===== src/rtl/es_mon_pkg.sv =====
package es_mon_pkg;
  localparam int unsigned N_EVT = 8;

  typedef enum int unsigned {
    EV_LOS   = 0,
    EV_LOFA  = 1,
    EV_AIS   = 2,
    EV_FBIT  = 3,
    EV_CRC   = 4,
    EV_CV    = 5,
    EV_RSLIP = 6,
    EV_XSLIP = 7
  } evt_idx_e;

  typedef struct packed {
    logic sec;
    logic es;
  } sts_t;

  localparam int unsigned N_STS = $bits(sts_t);
endpackage


===== src/rtl/es_sec_timer.sv =====
module es_sec_timer #(
  parameter int unsigned SEC_DIV = 1544000
) (
  input  logic clk_i,
  input  logic rst_ni,
  output logic tick_o
);
  localparam int unsigned CW = (SEC_DIV > 2) ? $clog2(SEC_DIV) : 1;
  localparam logic [CW-1:0] LAST = CW'(SEC_DIV - 1);

  logic [CW-1:0] cnt_q;

  assign tick_o = (cnt_q == LAST);

  always_ff @(posedge clk_i) begin
    if (!rst_ni)     cnt_q <= '0;
    else if (tick_o) cnt_q <= '0;
    else             cnt_q <= cnt_q + 1'b1;
  end


  cnt_range_chk: assert property (@(posedge clk_i) disable iff (!rst_ni)
    cnt_q <= LAST);


  wrap_chk: assert property (@(posedge clk_i) disable iff (!rst_ni)
    tick_o |=> (cnt_q == '0));
endmodule


===== src/rtl/es_evt_accum.sv =====
module es_evt_accum #(
  parameter int unsigned N_EVT = 8
) (
  input  logic             clk_i,
  input  logic             rst_ni,
  input  logic [N_EVT-1:0] evt_i,
  input  logic [N_EVT-1:0] evt_en_i,
  input  logic             tick_i,
  output logic             ival_hit_o
);
  logic [N_EVT-1:0] qual;
  logic             cur_hit;
  logic             hit_q;

  for (genvar b = 0; b < N_EVT; b++) begin : g_qual
    assign qual[b] = evt_i[b] & evt_en_i[b];
  end

  assign cur_hit    = |qual;
  // an event in the closing cycle still belongs to the closing interval
  assign ival_hit_o = hit_q | cur_hit;

  always_ff @(posedge clk_i) begin
    if (!rst_ni)     hit_q <= 1'b0;
    else if (tick_i) hit_q <= 1'b0;
    else             hit_q <= ival_hit_o;
  end


  masked_quiet_chk: assert property (@(posedge clk_i) disable iff (!rst_ni)
    (!tick_i && !hit_q && ((evt_i & evt_en_i) == '0)) |=> !hit_q);


  fresh_interval_chk: assert property (@(posedge clk_i) disable iff (!rst_ni)
    tick_i |=> (hit_q == 1'b0));
endmodule


===== src/rtl/es_sts_reg.sv =====
module es_sts_reg
  import es_mon_pkg::*;
(
  input  logic clk_i,
  input  logic rst_ni,
  input  sts_t set_i,
  input  sts_t clr_i,
  output sts_t sts_o
);
  logic [N_STS-1:0] set_v, clr_v, sts_q;

  assign set_v = set_i;
  assign clr_v = clr_i;

  for (genvar b = 0; b < N_STS; b++) begin : g_bit
    always_ff @(posedge clk_i) begin
      if (!rst_ni)       sts_q[b] <= 1'b0;
      else if (set_v[b]) sts_q[b] <= 1'b1;
      else if (clr_v[b]) sts_q[b] <= 1'b0;
    end


    set_wins_chk: assert property (@(posedge clk_i) disable iff (!rst_ni)
      set_v[b] |=> sts_q[b]);


    clr_chk: assert property (@(posedge clk_i) disable iff (!rst_ni)
      (clr_v[b] && !set_v[b]) |=> !sts_q[b]);


    rise_on_set_chk: assert property (@(posedge clk_i) disable iff (!rst_ni)
      (!sts_q[b] && !set_v[b]) |=> !sts_q[b]);
  end

  assign sts_o = sts_q;
endmodule


===== src/rtl/es_monitor.sv =====
module es_monitor
  import es_mon_pkg::*;
#(
  parameter int unsigned SEC_DIV = 1544000
) (
  input  logic             clk_i,
  input  logic             rst_ni,
  input  logic [N_EVT-1:0] evt_i,
  input  logic [N_EVT-1:0] evt_en_i,
  input  logic [1:0]       sts_clr_i,
  output logic             es_sts_o,
  output logic             sec_sts_o,
  output logic             irq_o
);
  logic tick;
  logic ival_hit;
  sts_t set_s, clr_s, sts_s;

  es_sec_timer #(.SEC_DIV(SEC_DIV)) timer_i (
    .clk_i  (clk_i),
    .rst_ni (rst_ni),
    .tick_o (tick)
  );

  es_evt_accum #(.N_EVT(N_EVT)) accum_i (
    .clk_i      (clk_i),
    .rst_ni     (rst_ni),
    .evt_i      (evt_i),
    .evt_en_i   (evt_en_i),
    .tick_i     (tick),
    .ival_hit_o (ival_hit)
  );

  assign set_s.es  = tick & ival_hit;
  assign set_s.sec = tick;
  assign clr_s.es  = sts_clr_i[0];
  assign clr_s.sec = sts_clr_i[1];

  es_sts_reg sts_i (
    .clk_i  (clk_i),
    .rst_ni (rst_ni),
    .set_i  (set_s),
    .clr_i  (clr_s),
    .sts_o  (sts_s)
  );

  assign es_sts_o  = sts_s.es;
  assign sec_sts_o = sts_s.sec;
  assign irq_o     = sts_s.es | sts_s.sec;


  es_only_at_tick_chk: assert property (@(posedge clk_i) disable iff (!rst_ni)
    $rose(es_sts_o) |-> $past(tick));


  sec_at_tick_chk: assert property (@(posedge clk_i) disable iff (!rst_ni)
    tick |=> sec_sts_o);


  irq_low_chk: assert property (@(posedge clk_i) disable iff (!rst_ni)
    (!es_sts_o && !sec_sts_o) |-> !irq_o);
endmodule


===== config.mk =====
export PLATFORM = sky130hd
export DESIGN_NAME = es_monitor
export DESIGN_NICKNAME = d
export VERILOG_FILES = /design/src/rtl/es_mon_pkg.sv /design/src/rtl/es_sec_timer.sv /design/src/rtl/es_evt_accum.sv /design/src/rtl/es_sts_reg.sv /design/src/rtl/es_monitor.sv
export SDC_FILE = /design/constraint.sdc
export NUM_CORES = 1
export LEC_CHECK = 0
export BUFFER_PORTS_ARGS = -buffer_cell sky130_fd_sc_hd__clkbuf_2
export CORE_UTILIZATION = 35
export DETAILED_ROUTE_END_ITERATION = 8
export GPL_TIMING_DRIVEN = 0
export PLACE_DENSITY_LB_ADDON = 0.3
export SETUP_SLACK_MARGIN = 0.5
export SLEW_MARGIN = 5
export SYNTH_ARGS = -nofsm -noshare
export SYNTH_HDL_FRONTEND = slang
export SYNTH_SLANG_ARGS = --single-unit

===== constraint.sdc =====
create_clock -name clk_i -period 2.9 [get_ports clk_i]
set_input_delay 0.87 -clock clk_i [delete_from_list [all_inputs] [get_ports clk_i]]
set_output_delay 0.87 -clock clk_i [all_outputs]
set_load 0.02 [all_outputs]

==> results by group, run 1 <==
Route
  – DR vias/cell: between 5 and 6
  – Routed Antenna Nets: 0
  – Pre-antenna DRT Iters: 6
  – Final routed DRC violation total: 0
  – Post-DR wirelength/cell: approximately 12 µm
  – Post-Route WL: 2.36 mm
  – Via Count: roughly 1000
  – Drt first-iter violations: 26

STA
  – Worst slew margin: about four fifths
  – Final setup margin: between 900 and 1000 ps
  – Final Cycle Share: around two thirds
  – Final setup vio count: 0
  – Slew of the pin with the lowest slew margin: around 310 ps
  – Max Clk Rate: approximately 500 MHz
  – RSZ-0062 raised after global routing: no
  – Setup skew after layout: ~14 ps
  – Max Slew Vio Count: 0
  – Tmin final: 1980 ps
  – Final Hold Fails: 0
  – Fin Setup TNS: 0 ps

Power and ir drop
  – PwrDens: just under 400 nW/µm²
  – Internal Power: 0.000400 W
  – Combinational share of power: 6.6%
  – Sequential power share: between 60 and 70%
  – P_sw: 0.000112 W
  – Net Sw Frac: a little over a fifth
  – Power share of the clock group: 27.6%
  – Static leakage: around 0.51 nW
  – VDD IR max: ~0.30 mV
  – Total Power: approximately 0.0005 W

Synth
  – Top-area cell type share of the netlist area: 42.9%
  – Flops & latches, synth: 24
  – Synth warn: 0
  – Avg Cell Area, Syn: 8.97 µm²
  – Most area-hungry cell type in the Yosys netlist: dfxtp_1
  – Number of flops mapped to enable cells by yosys: 0
  – Commonest register cell after synthesis: dfxtp_1
  – Ranking of synthesized cells by area: dfxtp_1 43%, xor2_1 6.3%, a21oi_1 5.4%, o31ai_1 4.7%, or4_1 4.7%
  – Async SR Flop Fraction: 0%
  – Cells after Synth: ~130
  – Netlist cell types: 32
  – Register area share after synthesis: a little over two fifths
  – Post-Syn Area: between 1000 and 1500 µm²
  – Mapped Nets: 146

Clock tree
  – Post-cts gate resize count: 0
  – CTS max path bufs: 2
  – # H-tree levels: 1
  – CTS Buf Count: 3
  – Root buffer cell: clkbuf_4
  – TritonCTS clock tree: done
  – Number of hold buffers added after CTS: 0
  – Skew-Pair Late Insertion Delay: between 300 and 400 ps
  – Clk sinks: 24
  – Post CTS Setup Buffer Count: 0
  – Worst-path clk slew: 130 ps

Setup path
  – Arr. time, crit path: 1110 ps
  – Worst path slowest cell: dfxtp_1
  – Critical path required time: 2030 ps
  – Worst path cell trace: or2_2 -> clkbuf_2
  – Crit path max fanout: 3
  – CP startpoint kind: flop
  – Worst setup path category: flop to primary output
  – Critical Path End Type: primary output
  – CP max stage delay: approximately 350 ps

Global routing
  – Vias in the first global route: 972
  – GRT Total Usage: between 10% and 20%
  – Gr ovfl total: 0
  – Initial antenna violation count: 0
  – Pin count of the biggest net entering global routing: 13
  – First-pass GRT wire length: approximately 4.0 mm

Place
  – DP Cell Count: roughly 190
  – Pre-CTS WS: between 1000 and 1500 ps
  – Port bufs: 22
  – Final HPWL DP: 1.79 mm
  – GPL Wtd Cong: approximately 0.74

Layout
  – Final Core Density: 42.9%
  – Area growth, synth to finish: 16.7%
  – Number of fill cells in the layout: 341
  – Commonest non-fill, non-tap cell in the layout: dfxtp_1
  – Fin nets: ~170
  – Most frequent cells in the layout: 24 x dfxtp_1, 22 x clkbuf_2, 12 x a21oi_1, 12 x nor2_1, 8 x xor2_1
  – Ant. Diodes: 0
  – Share of cells above drive strength 1: 22.7%
  – Storage cell area: between 400 and 500 µm²
  – Area of the multi-input gates: around 600 µm²
  – Fin cells: 194

Floorplanning
  – Die Ht: about 59 µm
  – Die span in x: around 60 µm
  – I/O pin total: 23
  – Row cnt: 20
  – Initial Utilization: ~37%
  – Die area: 3430 µm²
  – Core Area: about 3100 µm²

Job
  – Max Cap Violations: 0

Hold path
  – Worst min-delay path class: flop to flop

Run status
  – Outcome: complete, no violations
-- cell usage after synthesis (all sizes together) (2+ instances only) --
cell type  count
a22oi          2
nor2b          2
xor2           8
inv            2
nand2          9
o21ai          4
buf            4
or4            7
nor2          12
nand4          6
and4           3
and3           2
o21a           2
a21oi         12
or3            3
o31ai          7
and2           2
nand3          6
dfxtp         24
-- flip-flops by register name, summed over array words and instances, names as in the netlist --
signal,count
accum_i.hit_q,1
sts_i.sts_o,2
timer_i.cnt_q,21
-- path summary, 6_finish.rpt --
check / endpoint / slack (ps) / from / cells after the start
max: irq_o / 920 / sts_i.sts_o[1]$_SDFFE_PN0P_ / 2
min: timer_i.cnt_q[0]$_SDFF_PP0_ / 450 / timer_i.cnt_q[0]$_SDFF_PP0_ / 1
max reg2reg: timer_i.cnt_q[2]$_SDFF_PP0_ / 1190 / timer_i.cnt_q[2]$_SDFF_PP0_ / 6
min reg2reg: timer_i.cnt_q[0]$_SDFF_PP0_ / 450 / timer_i.cnt_q[0]$_SDFF_PP0_ / 1
-- power groups by stage --
stage	registers [W]	clock network [W]	logic [W]
floorplan	0.000344	0	0.0000166
global placement	0.000344	0	0.0000318
detailed placement	0.000344	0	0.0000343
CTS	0.000337	0.000149	0.0000344
global route	0.000338	0.000161	0.0000379
finish	0.000337	0.000141	0.0000337
-- worst max-delay path: cells and delay by family, from the launching register on --
kind	cells	cell delay, ps
and+or+nand+nor	1	290
DFF	1	350
buffers and inverters	1	160
-- per-stage QoR --
stage                     hold WS, ps  instance area, µm²
after global routing              482                1310
after CTS                         454                1310
after floorplan                   413                1120
after detailed placement          435                1290
after global placement            420                1290
final                             447                1310
-- kinds of logic (layout without fill, tap and decap cells) --
family	after synthesis	count (layout)	share of synthesized area [%]
adders and majority gates	1	1	1.12
AOI/OAI and AO/OA	29	29	16.1
buffers and inverters	7	32	3.91
DFF	24	24	42.9
and+or+nand+nor	55	55	29.0
xor gates and xnor gates	9	9	7.03
-- cell type report --
type / instances / share of cell area, %
plain buffers: 5 / 2.77
flip-flops and latches: 24 / 36.7
clock buffers: 3 / 1.72
well taps: 44 / 4.21
repair buffers: 22 / 8.41
inverters: 2 / 0.574
multi-input cells: 94 / 45.6
-- per-layer routing --
metal / track usage, % / up-vias / routed length (µm)
li1: - / 516 / -
met1: 16.9 / 464 / 1050
met2: 27.9 / 11 / 1220
met3: 4.18 / 2 / 69
met4: 3.74 / 0 / 17
met5: 0 / - / 0
(Power assumes the default switching activity.)
==> run 2: changes to the inputs <==
==> constraint.sdc (replaced) <==
create_clock -name clk_i -period 1.7 [get_ports clk_i]
set_input_delay 0.51 -clock clk_i [delete_from_list [all_inputs] [get_ports clk_i]]
set_output_delay 0.51 -clock clk_i [all_outputs]
set_load 0.02 [all_outputs]
==> run 2 against run 1 <==
Compared with the run above: design area is 28% higher; wire length is 24% higher; clock skew fell by 9.6 ps; sequential share of layout area fell by 6.6 points; critical path type unchanged; worst hold slack got worse by 9.4 ps; critical path depth unchanged; worst setup slack got worse by 770 ps; highest routed layer unchanged; register-to-register slack worse by 980 ps; via count rose by 11%; die area is the same.
==> results by group, run 2 (same netlist as run 1, synthesis figures left out) <==
Clock tree
  – Root buffer cell: clkbuf_4
  – Clk sinks: 24
  – CTS Buf Count: 3
  – # H-tree levels: 1
  – Worst-path clk slew: about 130 ps
  – CTS max path bufs: 2
  – TritonCTS clock tree: done
  – Skew-Pair Late Insertion Delay: 320 ps

Run status
  – Outcome: complete, no violations

Hold path
  – WHS Path Cells: 2
  – Worst min-delay path class: input port to flop

Setup path
  – Critical Path End Type: primary output
  – Crit path max fanout: 2
  – CP max stage delay: around 340 ps
  – Worst path cell trace: or2_4 -> buf_8
  – Critical path required time: about 1200 ps
  – Worst setup path category: flop to primary output
  – CP startpoint kind: flop
  – Worst path slowest cell: dfxtp_2
  – R2R cell count: 5
  – Arr. time, crit path: roughly 1000 ps

STA
  – Setup skew after layout: roughly 4.5 ps
  – RSZ-0062 raised after global routing: yes
  – Final Hold Fails: 0
  – Tmin final: ~1500 ps
  – Final setup margin: 154 ps
  – Max Clk Rate: roughly 650 MHz
  – Worst slew margin: roughly four fifths
  – Max Slew Vio Count: 0
  – Final setup vio count: 0
  – Final Cycle Share: roughly 91%
  – Slew of the pin with the lowest slew margin: a little under 300 ps
  – Fin Setup TNS: 0 ps

Layout
  – Fin cells: approximately 210
  – Commonest non-fill, non-tap cell in the layout: clkbuf_2
  – Most frequent cells in the layout: 20 x clkbuf_2, 16 x dfxtp_2, 11 x buf_4
  – Share of cells above drive strength 1: 58.3%
  – Largest Register: timer_i.cnt_q
  – Number of fill cells in the layout: around 280
  – Fin nets: 190
  – Area growth, synth to finish: 49.4%
  – Ant. Diodes: 0
  – Max reg flops: 21

Route
  – Met2 wire len: between 1.5 and 2 mm
  – DR vias/cell: around 5.2
  – Post-DR wirelength/cell: around 14 µm
  – Routed Antenna Nets: 0
  – Metal3 WL: between 60 and 70 µm
  – Via Count: 1103
  – Pre-antenna DRT Iters: 4
  – Top routing layer in use: met4
  – Post-Route WL: 2.92 mm
  – Drt first-iter violations: 38
  – Final routed DRC violation total: 0
  – Wl on met1: about 1.2 mm

Place
  – Pre-CTS WS: ~140 ps
  – DP Cell Count: between 150 and 200
  – Final HPWL DP: 1.78 mm
  – GPL Wtd Cong: 0.751
  – Port bufs: 22

Power and ir drop
  – Sequential power share: between 50% and 60%
  – Total Power: 0.000969 W
  – Combinational share of power: approximately 9.2%
  – Static leakage: roughly 0.63 nW
  – Power share of the clock group: about a third
  – Net Sw Frac: between 20% and 30%
  – Internal Power: 0.000747 W
  – VDD IR max: just under 0.6 mV
  – PwrDens: 578 nW/µm²
  – P_sw: around 0.00022 W

Floorplanning
  – Row cnt: 20
  – Die Ht: about 59 µm
  – Core Area: around 3100 µm²
  – Die span in x: 58.6 µm
  – I/O pin total: 23
  – Die area: ~3400 µm²
  – Initial Utilization: around 37%

Global routing
  – Vias in the first global route: around 1200
  – Pin count of the biggest net entering global routing: 14
  – Gr ovfl total: 0
  – GRT Total Usage: 18.0%
  – Initial antenna violation count: 0
  – First-pass GRT wire length: around 4.7 mm

Job
  – Max Cap Violations: 0
==> run 2: cell types whose count changed in the layout (fill, tap and decap cells not counted), moves of 2 or more <==
| cell | before | now |
|---|---|---|
| dfxtp_1 | 24 | 7 |
| dfxtp_2 | 0 | 16 |
| buf_4 | 0 | 11 |
| nor2_1 | 12 | 2 |
| a21oi_1 | 12 | 3 |
| a21oi_2 | 0 | 9 |
| nor2_2 | 0 | 9 |
| buf_6 | 2 | 9 |
| buf_8 | 0 | 3 |
| clkbuf_2 | 22 | 20 |
| or3_1 | 3 | 1 |
| or3_4 | 0 | 2 |
==> run 2: worst paths after layout <==
kind	startpoint	to	slack (ps)
worst min register to register	timer_i.cnt_q[0]$_SDFF_PP0_	timer_i.cnt_q[0]$_SDFF_PP0_	460
worst min-delay path	rst_ni	sts_i.sts_o[0]$_SDFFE_PN0P_	440
worst max register to register	timer_i.cnt_q[7]$_SDFF_PP0_	timer_i.cnt_q[18]$_SDFF_PP0_	210
worst max-delay path	sts_i.sts_o[1]$_SDFFE_PN0P_	irq_o	150
==> run 2: area by class of cell <==
class	instances	area (µm²)	area share, %
repair buffers	39	284	17.0
flip-flops and latches	24	504	30.1
plain buffers	5	50.0	2.99
clock buffers	4	36.3	2.17
multi-input cells	94	738	44.1
inverters	2	7.51	0.448
well taps	44	55.1	3.29
==> run 2: metrics by stage <==
stage               hold WS [ps]  utilization, %  instance area (µm²)
finish                       438            54.9                 1680
global route                 437            54.9                 1680
CTS                          437            51.5                 1570
detailed placement           436            43.3                 1320
global placement             420            43.3                 1320
floorplan                    411               -                 1160
==> run 2: critical path, delay by kind of cell, from the launching register on <==
kind / cells / cell delay (ps)
buffers and inverters: 1 / 130
DFF: 1 / 340
and+or+nand+nor: 1 / 250
==> run 2: power groups by stage <==
| stage | sequential, W | clock, W | combinational [W] |
|---|---|---|---|
| finish | 0.000576 | 0.000304 | 0.0000893 |
| global route | 0.000576 | 0.000333 | 0.0000972 |
| CTS | 0.000574 | 0.000307 | 0.0000834 |
| detailed placement | 0.000588 | 0 | 0.0000612 |
| global placement | 0.000587 | 0 | 0.0000581 |
| floorplan | 0.000587 | 0 | 0.0000317 |
==> run 2: routing by layer <==
metal,global-route usage [%],up-vias
li1,-,547
met1,18.3,546
met2,35.1,8
met3,4.84,2
met4,5.78,0
met5,0,-
==> run 2: what timing repair did <==
| item | in CTS | in global routing |
|---|---|---|
| hold endpoints to repair | 0 | 0 |
| gates cloned | 3 | 0 |
| pin swaps | 6 | 8 |
| setup buffers | 10 | 4 |
| hold buffers | 0 | 0 |
| endpoints found under the setup margin | 27 | 27 |
| gates resized for setup | 39 | 22 |
==> run 3: changes to the inputs <==
--- a/config.mk
+++ b/config.mk
@@ -5,6 +5,7 @@
 export SDC_FILE = /design/constraint.sdc
 export NUM_CORES = 1
 export LEC_CHECK = 0
+export ABC_AREA = 1
 export BUFFER_PORTS_ARGS = -buffer_cell sky130_fd_sc_hd__clkbuf_2
 export CORE_UTILIZATION = 35
 export DETAILED_ROUTE_END_ITERATION = 8
==> run 3 against run 2 <==
Compared with the run above: clock power up 28%; clock skew down 0.89 ps; first-iteration DRC count down 7.9%; fmax up 5.0%; worst hold slack better by 35 ps; largest power group unchanged; count of clock-buffer cells in the layout is the same; sequential power about the same; total power grew 9.6%; worst setup slack better by 74 ps; design area rose by 17%; cell count increased by 37%.
==> results by group, run 3 <==
Layout
  – Most frequent cells in the layout: 47 x nand2_1, 31 x nor2_1, 19 x clkbuf_2, 19 x dfxtp_2, 17 x inv_1
  – Share of cells above drive strength 1: around 48%
  – Number of fill cells in the layout: 331
  – Largest Register: timer_i.cnt_q
  – Post-Layout Inst Area: 1950 µm²
  – Max reg flops: 21
  – Ant. Diodes: 0
  – Commonest non-fill, non-tap cell in the layout: nand2_1
  – Fin nets: roughly 260
  – Area growth, synth to finish: 46.5%

Setup path
  – Crit path max fanout: 2
  – Worst path cell trace: or2_4 -> buf_8
  – Arr. time, crit path: 960 ps
  – Worst setup path category: flop to primary output
  – CP startpoint kind: flop
  – Worst path slowest cell: dfxtp_2
  – Critical path required time: 1190 ps
  – CP max stage delay: between 300 and 400 ps
  – Critical Path End Type: primary output

Place
  – Final HPWL DP: 1.94 mm
  – Port bufs: 22
  – Cell Area, Placed: about 1500 µm²
  – GPL Wtd Cong: between 0.8 and 0.9

Power and ir drop
  – Static leakage: just over 0.8 nW
  – PwrDens: 544 nW/µm²
  – VDD IR max: approximately 0.57 mV

Floorplanning
  – Initial Utilization: a little over a third
  – I/O pin total: 23
  – Die span in x: 63.7 µm
  – Row cnt: 22
  – Die area: just over 4000 µm²
  – Core Area: 3660 µm²
  – Die Ht: 63.7 µm

Clock tree
  – CTS max path bufs: 2
  – # H-tree levels: 1
  – Clk sinks: 24
  – CTS Buf Count: 3
  – Worst-path clk slew: around 80 ps
  – Root buffer cell: clkbuf_8
  – TritonCTS clock tree: done
  – Skew-Pair Late Insertion Delay: 270 ps

Route
  – DR vias/cell: between 4 and 5
  – Pre-antenna DRT Iters: 4
  – Post-DR wirelength/cell: between 10 and 15 µm
  – Via Count: about 1300
  – Routed Antenna Nets: 0
  – Final routed DRC violation total: 0
  – Post-Route WL: 2.97 mm
  – Drt first-iter violations: 35

Global routing
  – Met2 Use GR: approximately 28%
  – Met3 Resource Use GR: 3.21%
  – First-pass GRT wire length: 4.77 mm
  – Pin count of the biggest net entering global routing: 14
  – GR Layer Usage met1: around 17%
  – GRT busiest layer: met2
  – Initial antenna violation count: 0
  – Gr ovfl total: 0
  – Vias in the first global route: around 1200
  – GRT Total Usage: 14.9%

Job
  – Max Cap Violations: 0

Synth
  – Commonest register cell after synthesis: dfxtp_1
  – Avg Cell Area, Syn: about 6.8 µm²
  – Commonest cells post-synth: 52 x nand2_1, 42 x nor2_1, 24 x dfxtp_1
  – Flops & latches, synth: 24
  – Synth warn: 0
  – Async SR Flop Fraction: 0%
  – Most area-hungry cell type in the Yosys netlist: dfxtp_1
  – Ranking of synthesized cells by area: dfxtp_1 36%, nand2_1 15%, nor2_1 12%, inv_1 5.3%, xor2_1 4.6%
  – Netlist cell types: 23
  – Cells after Synth: 197
  – Register area share after synthesis: between 30 and 40%
  – Top-area cell type share of the netlist area: a little over a third
  – Mapped Nets: 218
  – Post-Syn Area: 1330 µm²
  – Cell with the most instances after synthesis: nand2_1
  – Number of flops mapped to enable cells by yosys: 0

STA
  – Max Clk Rate: 680 MHz
  – Final setup vio count: 0
  – Setup skew after layout: roughly 3.6 ps
  – Max Slew Vio Count: 0
  – Final Hold Fails: 0
  – Tmin final: about 1500 ps
  – RSZ-0062 raised after global routing: yes
  – Final Cycle Share: between 80 and 90%
  – Worst slew margin: between 80% and 90%
  – Fin Setup TNS: 0 ps
  – Final hold slack: around 470 ps
  – Slew of the pin with the lowest slew margin: between 200 and 250 ps

Hold path
  – Worst min-delay path class: flop to flop

Run status
  – Outcome: complete, no violations
[run 3: area by class of cell]
type                    count  area, µm²  area share, %
well taps                  48       60.1           3.07
clock buffers               4       55.1           2.82
inverters                  21       83.8           4.29
repair buffers             41        299           15.3
multi-input cells         150        926           47.4
plain buffers               2       22.5           1.15
flip-flops and latches     24        508           26.0
[run 3: cells by family (layout without fill, tap and decap cells)]
logic type / after synthesis / count (layout) / share of synthesized area, %
DFF: 24 / 24 / 36.0
adders and majority gates: 1 / 1 / 0.938
and+or+nand+nor: 128 / 128 / 44.5
AOI/OAI and AO/OA: 10 / 10 / 3.75
buffers and inverters: 23 / 68 / 7.60
xor gates and xnor gates: 11 / 11 / 7.22
[run 3: layer usage]
layer  wire length, µm  vias up
li1                  -      696
met1              1300      587
met2              1550       29
met3               108        2
met4                15        0
met5                 0        -
[run 3: path summary, 6_finish.rpt]
| kind | startpoint | to | slack [ps] | cells past startpoint |
|---|---|---|---|---|
| worst max-delay path | sts_i.sts_o[1]$_SDFFE_PN0P_ | irq_o | 230 | 2 |
| worst min-delay path | sts_i.sts_o[0]$_SDFFE_PN0P_ | sts_i.sts_o[0]$_SDFFE_PN0P_ | 470 | 2 |
| worst max register to register | timer_i.cnt_q[1]$_SDFF_PP0_ | timer_i.cnt_q[10]$_SDFF_PP0_ | 430 | 7 |
| worst min register to register | sts_i.sts_o[0]$_SDFFE_PN0P_ | sts_i.sts_o[0]$_SDFFE_PN0P_ | 470 | 2 |
[run 3: where the power goes]
group	switching, W	internal (W)	total, W	leakage (nW)
clock	0.000183	0.000207	0.000390	0.0288
combinational	0.0000443	0.0000516	0.0000959	0.585
sequential	0.00000823	0.000568	0.000577	0.204
total	0.000236	0.000827	0.00106	0.818
[run 3: metrics by stage]
stage | util (%) | cells | setup WS, ps | power (W)
after floorplan | - | 197 | 516 | 0.000629
after global placement | 41.6 | 267 | 362 | 0.000658
after detailed placement | 41.6 | 267 | 374 | 0.000659
after CTS | 48.8 | 284 | 213 | 0.00107
after global routing | 53.4 | 290 | 210 | 0.00110
final | 53.4 | 290 | 229 | 0.00106
[run 3: worst max-delay path: cells and delay by family (launching register included)]
kind                   cells  cell delay, ps
buffers and inverters      1             130
flip-flops                 1             330
AND/OR/NAND/NOR            1             250
[run 3: what timing repair did]
action / CTS / global route
hold buffers: 0 / 0
resized for setup: 39 / 38
endpoints found under the setup margin: 26 / 27
gates cloned: 2 / 0
pin swaps: 13 / 14
setup buffers: 11 / 6
